## src/rtl/work_sem_pkg.sv

```systemverilog
package work_sem_pkg;

  localparam int SEM_CNT_W_DEF = 8;
  localparam int SEM_REG_W_DEF = 32;

  // Raw signed sum of one cycle's changes before any limiting.
  function automatic int sem_raw(input int cur, input int add, input bit dec);
    return cur + add - (dec ? 1 : 0);
  endfunction

  // Limited next value: floor at zero, ceiling at maxv.
  function automatic int sem_limit(input int raw, input int maxv);
    int r;
    r = raw;
    if (r > maxv) r = maxv;
    if (r < 0) r = 0;
    return r;
  endfunction

  // True when the requested change would go below zero.
  function automatic bit sem_below(input int raw);
    return raw < 0;
  endfunction

endpackage

```

## src/rtl/sem_wr_decode.sv

```systemverilog
module sem_wr_decode #(
  parameter int REG_W   = 32,
  parameter int CNT_W   = 8,
  parameter int INC_LSB = 0
) (
  input  logic             wr_en,
  input  logic [REG_W-1:0] wr_data,
  output logic [CNT_W-1:0] add_amt
);
  localparam int INC_MSB = INC_LSB + CNT_W - 1;

  // Only the increment field is taken; the remaining bits are dropped here.
  always_comb begin
    add_amt = '0;
    if (wr_en) add_amt = wr_data[INC_MSB:INC_LSB];
  end
endmodule

```

## src/rtl/sem_count_core.sv

```systemverilog
module sem_count_core
  import work_sem_pkg::*;
#(
  parameter int CNT_W = 8
) (
  input  logic             clk,
  input  logic             rst,
  input  logic [CNT_W-1:0] add_amt,
  input  logic             dec,
  output logic [CNT_W-1:0] cnt_q,
  output logic             fall_evt,
  output logic             under_evt
);
  localparam int MAXV = (1 << CNT_W) - 1;

  int               raw_sum;
  logic [CNT_W-1:0] cnt_d;

  always_comb begin
    raw_sum   = sem_raw(int'(cnt_q), int'(add_amt), dec);
    cnt_d     = CNT_W'(sem_limit(raw_sum, MAXV));
    under_evt = sem_below(raw_sum);
    fall_evt  = (cnt_q != '0) && (cnt_d == '0);
  end

  always_ff @(posedge clk) begin
    if (rst) cnt_q <= '0;
    else     cnt_q <= cnt_d;
  end
endmodule

```

## src/rtl/sem_event_regs.sv

```systemverilog
module sem_event_regs (
  input  logic clk,
  input  logic rst,
  input  logic fall_evt,
  input  logic under_evt,
  input  logic test_kick,
  output logic zero_evt,
  output logic err_q
);
  always_ff @(posedge clk) begin
    if (rst) begin
      zero_evt <= 1'b0;
      err_q    <= 1'b0;
    end else begin
      zero_evt <= fall_evt | test_kick;
      err_q    <= err_q | under_evt;
    end
  end
endmodule

```

## src/rtl/work_sem_counter.sv

```systemverilog
module work_sem_counter
  import work_sem_pkg::*;
#(
  parameter int REG_W   = SEM_REG_W_DEF,
  parameter int CNT_W   = SEM_CNT_W_DEF,
  parameter int INC_LSB = 0,
  parameter int CNT_LSB = 16
) (
  input  logic             clk,
  input  logic             rst,
  input  logic             wr_en,
  input  logic [REG_W-1:0] wr_data,
  input  logic             dec_strobe,
  input  logic             test_kick,
  output logic [REG_W-1:0] rd_data,
  output logic [CNT_W-1:0] count_o,
  output logic             nonzero_o,
  output logic             zero_evt,
  output logic             err_o
);
  // Named internal events, visible to the bound checker.
  logic [CNT_W-1:0] add_amt;
  logic             fall_evt;
  logic             under_evt;
  logic [CNT_W-1:0] cnt_q;

  sem_wr_decode #(.REG_W(REG_W), .CNT_W(CNT_W), .INC_LSB(INC_LSB)) u_dec (
    .wr_en   (wr_en),
    .wr_data (wr_data),
    .add_amt (add_amt)
  );

  sem_count_core #(.CNT_W(CNT_W)) u_core (
    .clk       (clk),
    .rst       (rst),
    .add_amt   (add_amt),
    .dec       (dec_strobe),
    .cnt_q     (cnt_q),
    .fall_evt  (fall_evt),
    .under_evt (under_evt)
  );

  sem_event_regs u_evt (
    .clk       (clk),
    .rst       (rst),
    .fall_evt  (fall_evt),
    .under_evt (under_evt),
    .test_kick (test_kick),
    .zero_evt  (zero_evt),
    .err_q     (err_o)
  );

  always_comb begin
    rd_data = '0;
    rd_data[CNT_LSB +: CNT_W] = cnt_q;
  end

  assign count_o   = cnt_q;
  assign nonzero_o = |cnt_q;
endmodule

```

## config.mk

```make
export PLATFORM = sky130hd
export DESIGN_NAME = work_sem_counter
export DESIGN_NICKNAME = d
export VERILOG_FILES = /design/src/rtl/work_sem_pkg.sv /design/src/rtl/sem_wr_decode.sv /design/src/rtl/sem_count_core.sv /design/src/rtl/sem_event_regs.sv /design/src/rtl/work_sem_counter.sv
export SDC_FILE = /design/constraint.sdc
export NUM_CORES = 1
export LEC_CHECK = 0
export CAP_MARGIN = 20
export CORE_MARGIN = 1.5
export CORE_UTILIZATION = 41
export DETAILED_ROUTE_END_ITERATION = 10
export GPL_TIMING_DRIVEN = 0
export PLACE_DENSITY = 0.88
export SYNTH_ARGS = -nofsm -noshare
export SYNTH_HDL_FRONTEND = slang
export SYNTH_HIERARCHICAL = 1
export SYNTH_SLANG_ARGS = --single-unit
```

## constraint.sdc

```tcl
create_clock -name clk -period 5.4 [get_ports clk]
set_input_delay 1.08 -clock clk [delete_from_list [all_inputs] [get_ports clk]]
set_output_delay 1.08 -clock clk [all_outputs]
set_load 0.05 [all_outputs]
```

# Word level (Yosys, flattened, before mapping)

Cells that the tools add are included.

Register bits: 10
Input bits: 37
Output and inout port bits: 43
Logic and storage cells: 18

$add $sub $neg: 2
$lt $le $gt $ge: 3
Multiplexer cells: 4
Bitwise gates (word level): 2
Reductions and logical operators: 4

Operators with widths:

| cell                                                           | number |
|---|---|
| < comparator 32 x 1 -> 1 bit, second input constant            | 2 |
| greater-than comparator 32 x 9 -> 1 bit, second input constant | 1 |
| two-way mux 32 bit                                             | 1 |
| subtractor 32 bit                                              | 1 |
| two-way mux 8 bit                                              | 2 |
| adder 8 x 8 -> 9 bit                                           | 1 |
| logical NOT 8 bit                                              | 1 |
| nonzero test 8 bit                                             | 1 |
| OR reduction 8 bit                                             | 1 |
| OR 1 bit                                                       | 2 |
| logical AND 1 bit                                              | 1 |
| two-way mux 1 bit                                              | 1 |

# Logic depth before layout (Yosys ltp)

Word-level depth: 10
Depth in mapped cells: 12
Gate-level depth less buffers: 11

# Modules after synthesis

The synthesis kept the hierarchy.

Modules (own cells, without submodules):

| module           | times used | cells each | area an instance (sq um) | seq. area each (sq um) |
|---|---|---|---|---|
| sem_count_core   | 1          | 128        | 1,007.2                  | 160.2 |
| work_sem_counter | 1          | 36         | 260.2                    | 0.0 |
| sem_event_regs   | 1          | 4          | 60.1                     | 40.0 |
| sem_wr_decode    | 1          | 8          | 50.0                     | 0.0 |

# Worst setup path before layout

Ideal clock, no wire load.

Path type: in2reg
From: input wr_data[1]
To: register u_evt.zero_evt
Library setup time: 0.115 ns
Data arrival time: 3.266 ns
Required time: 5.285 ns
Slack: 2.020 ns
Stages: 11
Path buffers: 0
Cell sequence: and2_1 -> inv_1 -> ha_1 -> inv_1 -> fa_1 -> a211oi_1 -> or2_1 -> o221ai_2 -> a21boi_0 -> a32o_1 -> o21ba_1

Cells in the longest elaborated chain, start to end: 10

Ends and longest elaborated chain:

| what                                    | RTL line               | text |
|---|---|---|
| start: declaration                      | work_sem_counter.sv:12 | `input logic [REG_W-1:0] wr_data,` |
| two-way mux 8 bit (*)                   | sem_wr_decode.sv:15    | `if (wr_en) add_amt = wr_data[INC_MSB:INC_LSB];` |
| adder 8 x 8 -> 9 bit (*)                | work_sem_pkg.sv:8      | `return cur + add - (dec ? 1 : 0);` |
| subtractor 32 bit (*)                   | work_sem_pkg.sv:8      |  |
| greater-than comparator 32 x 9 -> 1 bit | work_sem_pkg.sv:15     | `if (r > maxv) r = maxv;` |
| two-way mux 32 bit (*)                  | work_sem_pkg.sv:15     |  |
| < comparator 32 x 1 -> 1 bit            | work_sem_pkg.sv:16     | `if (r < 0) r = 0;` |
| two-way mux 8 bit (*)                   | work_sem_pkg.sv:16     |  |
| logical NOT 8 bit (*)                   | sem_count_core.sv:23   | `fall_evt = (cnt_q != '0) && (cnt_d == '0);` |
| logical AND 1 bit (*)                   | sem_count_core.sv:23   |  |
| named net fall_evt                      | work_sem_counter.sv:23 | `logic fall_evt;` |
| OR 1 bit (*)                            | sem_event_regs.sv:15   | `zero_evt <= fall_evt \| test_kick;` |
| end signal: assignment                  | sem_event_regs.sv:15   |  |
| end: declaration                        | sem_event_regs.sv:7    | `output logic zero_evt,` |

The timed path passes the listed nets; every way through them passes the cells marked *.
A chain may end at the register's enable or synchronous reset.

# Worst setup path in the final report

From: input wr_en
To: register u_evt.zero_evt

Cells in the longest elaborated chain, start to end: 10

Ends and longest elaborated chain:

| what                                    | RTL line               | text |
|---|---|---|
| start: declaration                      | work_sem_counter.sv:11 | `input logic wr_en,` |
| two-way mux 8 bit (*)                   | sem_wr_decode.sv:15    |  |
| named net add_amt[1]                    | work_sem_counter.sv:22 | `logic [CNT_W-1:0] add_amt;` |
| adder 8 x 8 -> 9 bit (*)                | work_sem_pkg.sv:8      |  |
| subtractor 32 bit (*)                   | work_sem_pkg.sv:8      |  |
| greater-than comparator 32 x 9 -> 1 bit | work_sem_pkg.sv:15     |  |
| two-way mux 32 bit (*)                  | work_sem_pkg.sv:15     |  |
| < comparator 32 x 1 -> 1 bit            | work_sem_pkg.sv:16     |  |
| two-way mux 8 bit (*)                   | work_sem_pkg.sv:16     |  |
| logical NOT 8 bit (*)                   | sem_count_core.sv:23   |  |
| logical AND 1 bit (*)                   | sem_count_core.sv:23   |  |
| named net fall_evt                      | work_sem_counter.sv:23 |  |
| OR 1 bit (*)                            | sem_event_regs.sv:15   |  |

Marked as above.

==> flow_summary.ini <==
[placement]
place_congestion = 0.813
io_buffers = 31
dp_hpwl_um = 2350
dp_slack_ns = 0.992

[global_route]
grt_use_met1 = 0.186
busiest_layer = met2
track_usage = 0.156
grt_antenna_before_repair = 0
gr-usage-met3 = 0.0149
grt_overflow_total = 0
use_met2 = 0.290
grt_max_degree = 11
grt_pass1_wl_um = 4510
grt_pass1_vias = 1108

[clock_tree]
post-cts-setup-buffers = 0
cts.sinks = 10
cts_resized = 0
cts_root_buffer = clkbuf_4
cts_tree = done
numCtsBuffers = 3
holdBufCountCts = 0
clock_latency_ns = 0.26
cts.reportedPaths.clkPinSlew_ns = 0.06
clk_path_buf_depth = 2
htreeDepth = 1

[timing]
setup_tns_ns = 0
period_needed_ns = 4.19
slew_violations = 0
fmax_ghz = 0.238
rsz0062_at_grt = false
max-slew-margin-rel = 0.664
fin_skew_ns = 0.00214
final.setup.worst_slack_ns = 1.21
min_period_over_period = 0.777
worst_pin_slew_ns = 0.503
hold_viol = 0
setup_violations = 0

[setup_path]
cpPeakStageDelay_ns = 0.62
path_class = primary input to register
start_kind = primary input
arrival_ns = 4.40
slowest_stage = clkdlybuf4s50_1
crit_top_cell = inv_1
worstPathCellList = clkdlybuf4s50_1, and2_1, inv_1, ha_1, inv_1, fa_1, a211oi_1, nor3_1, o221ai_2, a21boi_0, a32o_1, o21ba_1
crit_path_end_kind = register
crit_required_ns = 5.60
crit_fanout = 8

[run_status]
status = finished clean

[floorplanning]
fp.coreArea_sq_mm = 0.00313
die_width_um = 61.0
rows = 20
dieArea_sq_mm = 0.00372
die_h_um = 61.0
initial_utilization = 0.440
ios = 80

[routing]
initialDrtViolationCount = 47
via_per_inst = 4.60
wirelength_um = 2810
avgRoutedWirePerCell_um = 10.1
vias = 1275
first_pass_iters = 4
postRouteAntennaNets = 0
post-route-drc-count = 0

[logic_synthesis]
yosysWarnings = 6
syn-instance-count = 176
synthArstFlopShare = 0
synth-seq-cells = 10
netlist_area_sq_mm = 0.00138
synthFlopType = dfxtp_1
synth_edf_count = 0
synthDistinctLibCells = 43
yosysSeqAreaShare = 0.145
postSynthAreaPerCell_sq_um = 7.83

[layout]
n_antenna_cell = 0
n_fill_cell = 284
layout-drive-gt1-share = 0.193
syn_to_final_growth_pct = 34.4
layout.nets = 289

[worst_hold_path]
min_path_type = register to register

[pwr]
cellPowerDensity_mw_per_mm2 = 679
p_leak_nw = 0.924
ir_drop_uv = 227

[flow_run]
max_cap_violations = 0
==> power breakdown <==
part / internal (mW) / switching, mW
Clock: 0.0256 / 0.0224
Combinational: 0.416 / 0.649
Sequential: 0.107 / 0.0369
Total: 0.549 / 0.708
==> Yosys cell counts, types with 2 or more instances <==
| cell | number | area [sq um] |
|---|---|---|
| nor3_1 | 2 | 10.0 |
| buf_4 | 34 | 255 |
| nand2b_1 | 3 | 18.8 |
| dfxtp_1 | 10 | 200 |
| inv_1 | 33 | 124 |
| and2_1 | 8 | 50.1 |
| a21o_1 | 2 | 15.0 |
| xnor2_1 | 2 | 17.5 |
| nand3_1 | 4 | 20.0 |
| ha_1 | 16 | 200 |
| nor4_1 | 5 | 31.3 |
| o21ai_0 | 4 | 20.0 |
| nand4_1 | 2 | 12.5 |
| buf_2 | 2 | 10.0 |
| or4_1 | 2 | 15.0 |
| xor2_1 | 2 | 17.5 |
| a211oi_1 | 9 | 67.6 |
| o21ba_1 | 2 | 20.0 |
| nand2_1 | 7 | 26.3 |
| a21oi_1 | 4 | 20.0 |
==> worst paths after layout <==
check                       start             end  slack (ns)  cells after the start
hold / removal        u_evt/err_q     u_evt/err_q        0.47                      1
setup / recovery            wr_en  u_evt/zero_evt        1.21                     12
hold reg to reg       u_evt/err_q     u_evt/err_q        0.47                      1
setup reg to reg  u_core/cnt_q[0]  u_evt/zero_evt        2.23                     11
==> cells in the final DEF, fill, tap and decap left out, types with 2 or more instances in the layout <==
cell type,count
or4_1,2
clkdlybuf4s50_1,31
nand2_1,7
dfxtp_1,10
buf_2,2
clkbuf_4,3
nor4_1,5
a21oi_1,4
nand4_1,2
nand3_1,4
inv_1,33
nand2b_1,3
buf_4,34
xor2_1,2
conb_1,24
xnor2_1,2
o21ai_0,4
o21ba_1,2
a21o_1,2
ha_1,16
nor3_1,2
and2_1,8
a211oi_1,9
==> critical path, delay by kind of cell <==
family                     cells  cell delay [ns]
and+or+nand+nor                2             0.30
buffers and inverters          3             0.72
adders and majority gates      2             0.77
AOI/OAI and AO/OA              5             1.52
==> state kept, by name, summed over array words and instances, names as in the netlist <==
| register | flops |
|---|---|
| u_evt/zero_evt | 1 |
| u_evt/err_q | 1 |
| u_core/cnt_q | 8 |
==> cells by family (layout without fill, tap and decap cells) <==
logic type                 Yosys count  after routing  synth area share
other                                1             24           0.00272
adders and majority gates           17             17             0.160
DFF                                 10             10             0.145
AOI/OAI and AO/OA                   34             34             0.207
and+or+nand+nor                     38             38             0.163
xor gates and xnor gates             4              4            0.0254
buffers and inverters               72            106             0.296
==> final cells by class <==
type	count	area, sq um	area share
repair buffers	31	310	0.168
well taps	44	55.1	0.0297
flip-flops and latches	10	200	0.108
multi-input cells	117	856	0.462
clock buffers	3	22.5	0.0122
plain buffers	39	284	0.153
inverters	33	124	0.0669
==> through the flow <==
stage | instances | total power, mW | area (sq um) | hold WS [ns] | utilization
after floorplan | 199 | 0.963 | 1460 | 0.738 | -
after global placement | 274 | 1.17 | 1830 | 0.450 | 0.585
after detailed placement | 274 | 1.20 | 1830 | 0.464 | 0.585
after CTS | 277 | 1.26 | 1850 | 0.478 | 0.592
after global routing | 277 | 1.36 | 1850 | 0.498 | 0.592
final | 277 | 1.26 | 1850 | 0.473 | 0.592
==> metal layers <==
layer	vias up	wire length, um
met5	-	0
met4	0	13
met3	2	167
met2	46	1390
met1	572	1240
li1	655	-
No activity file was read; power rests on OpenSTA's default activity.
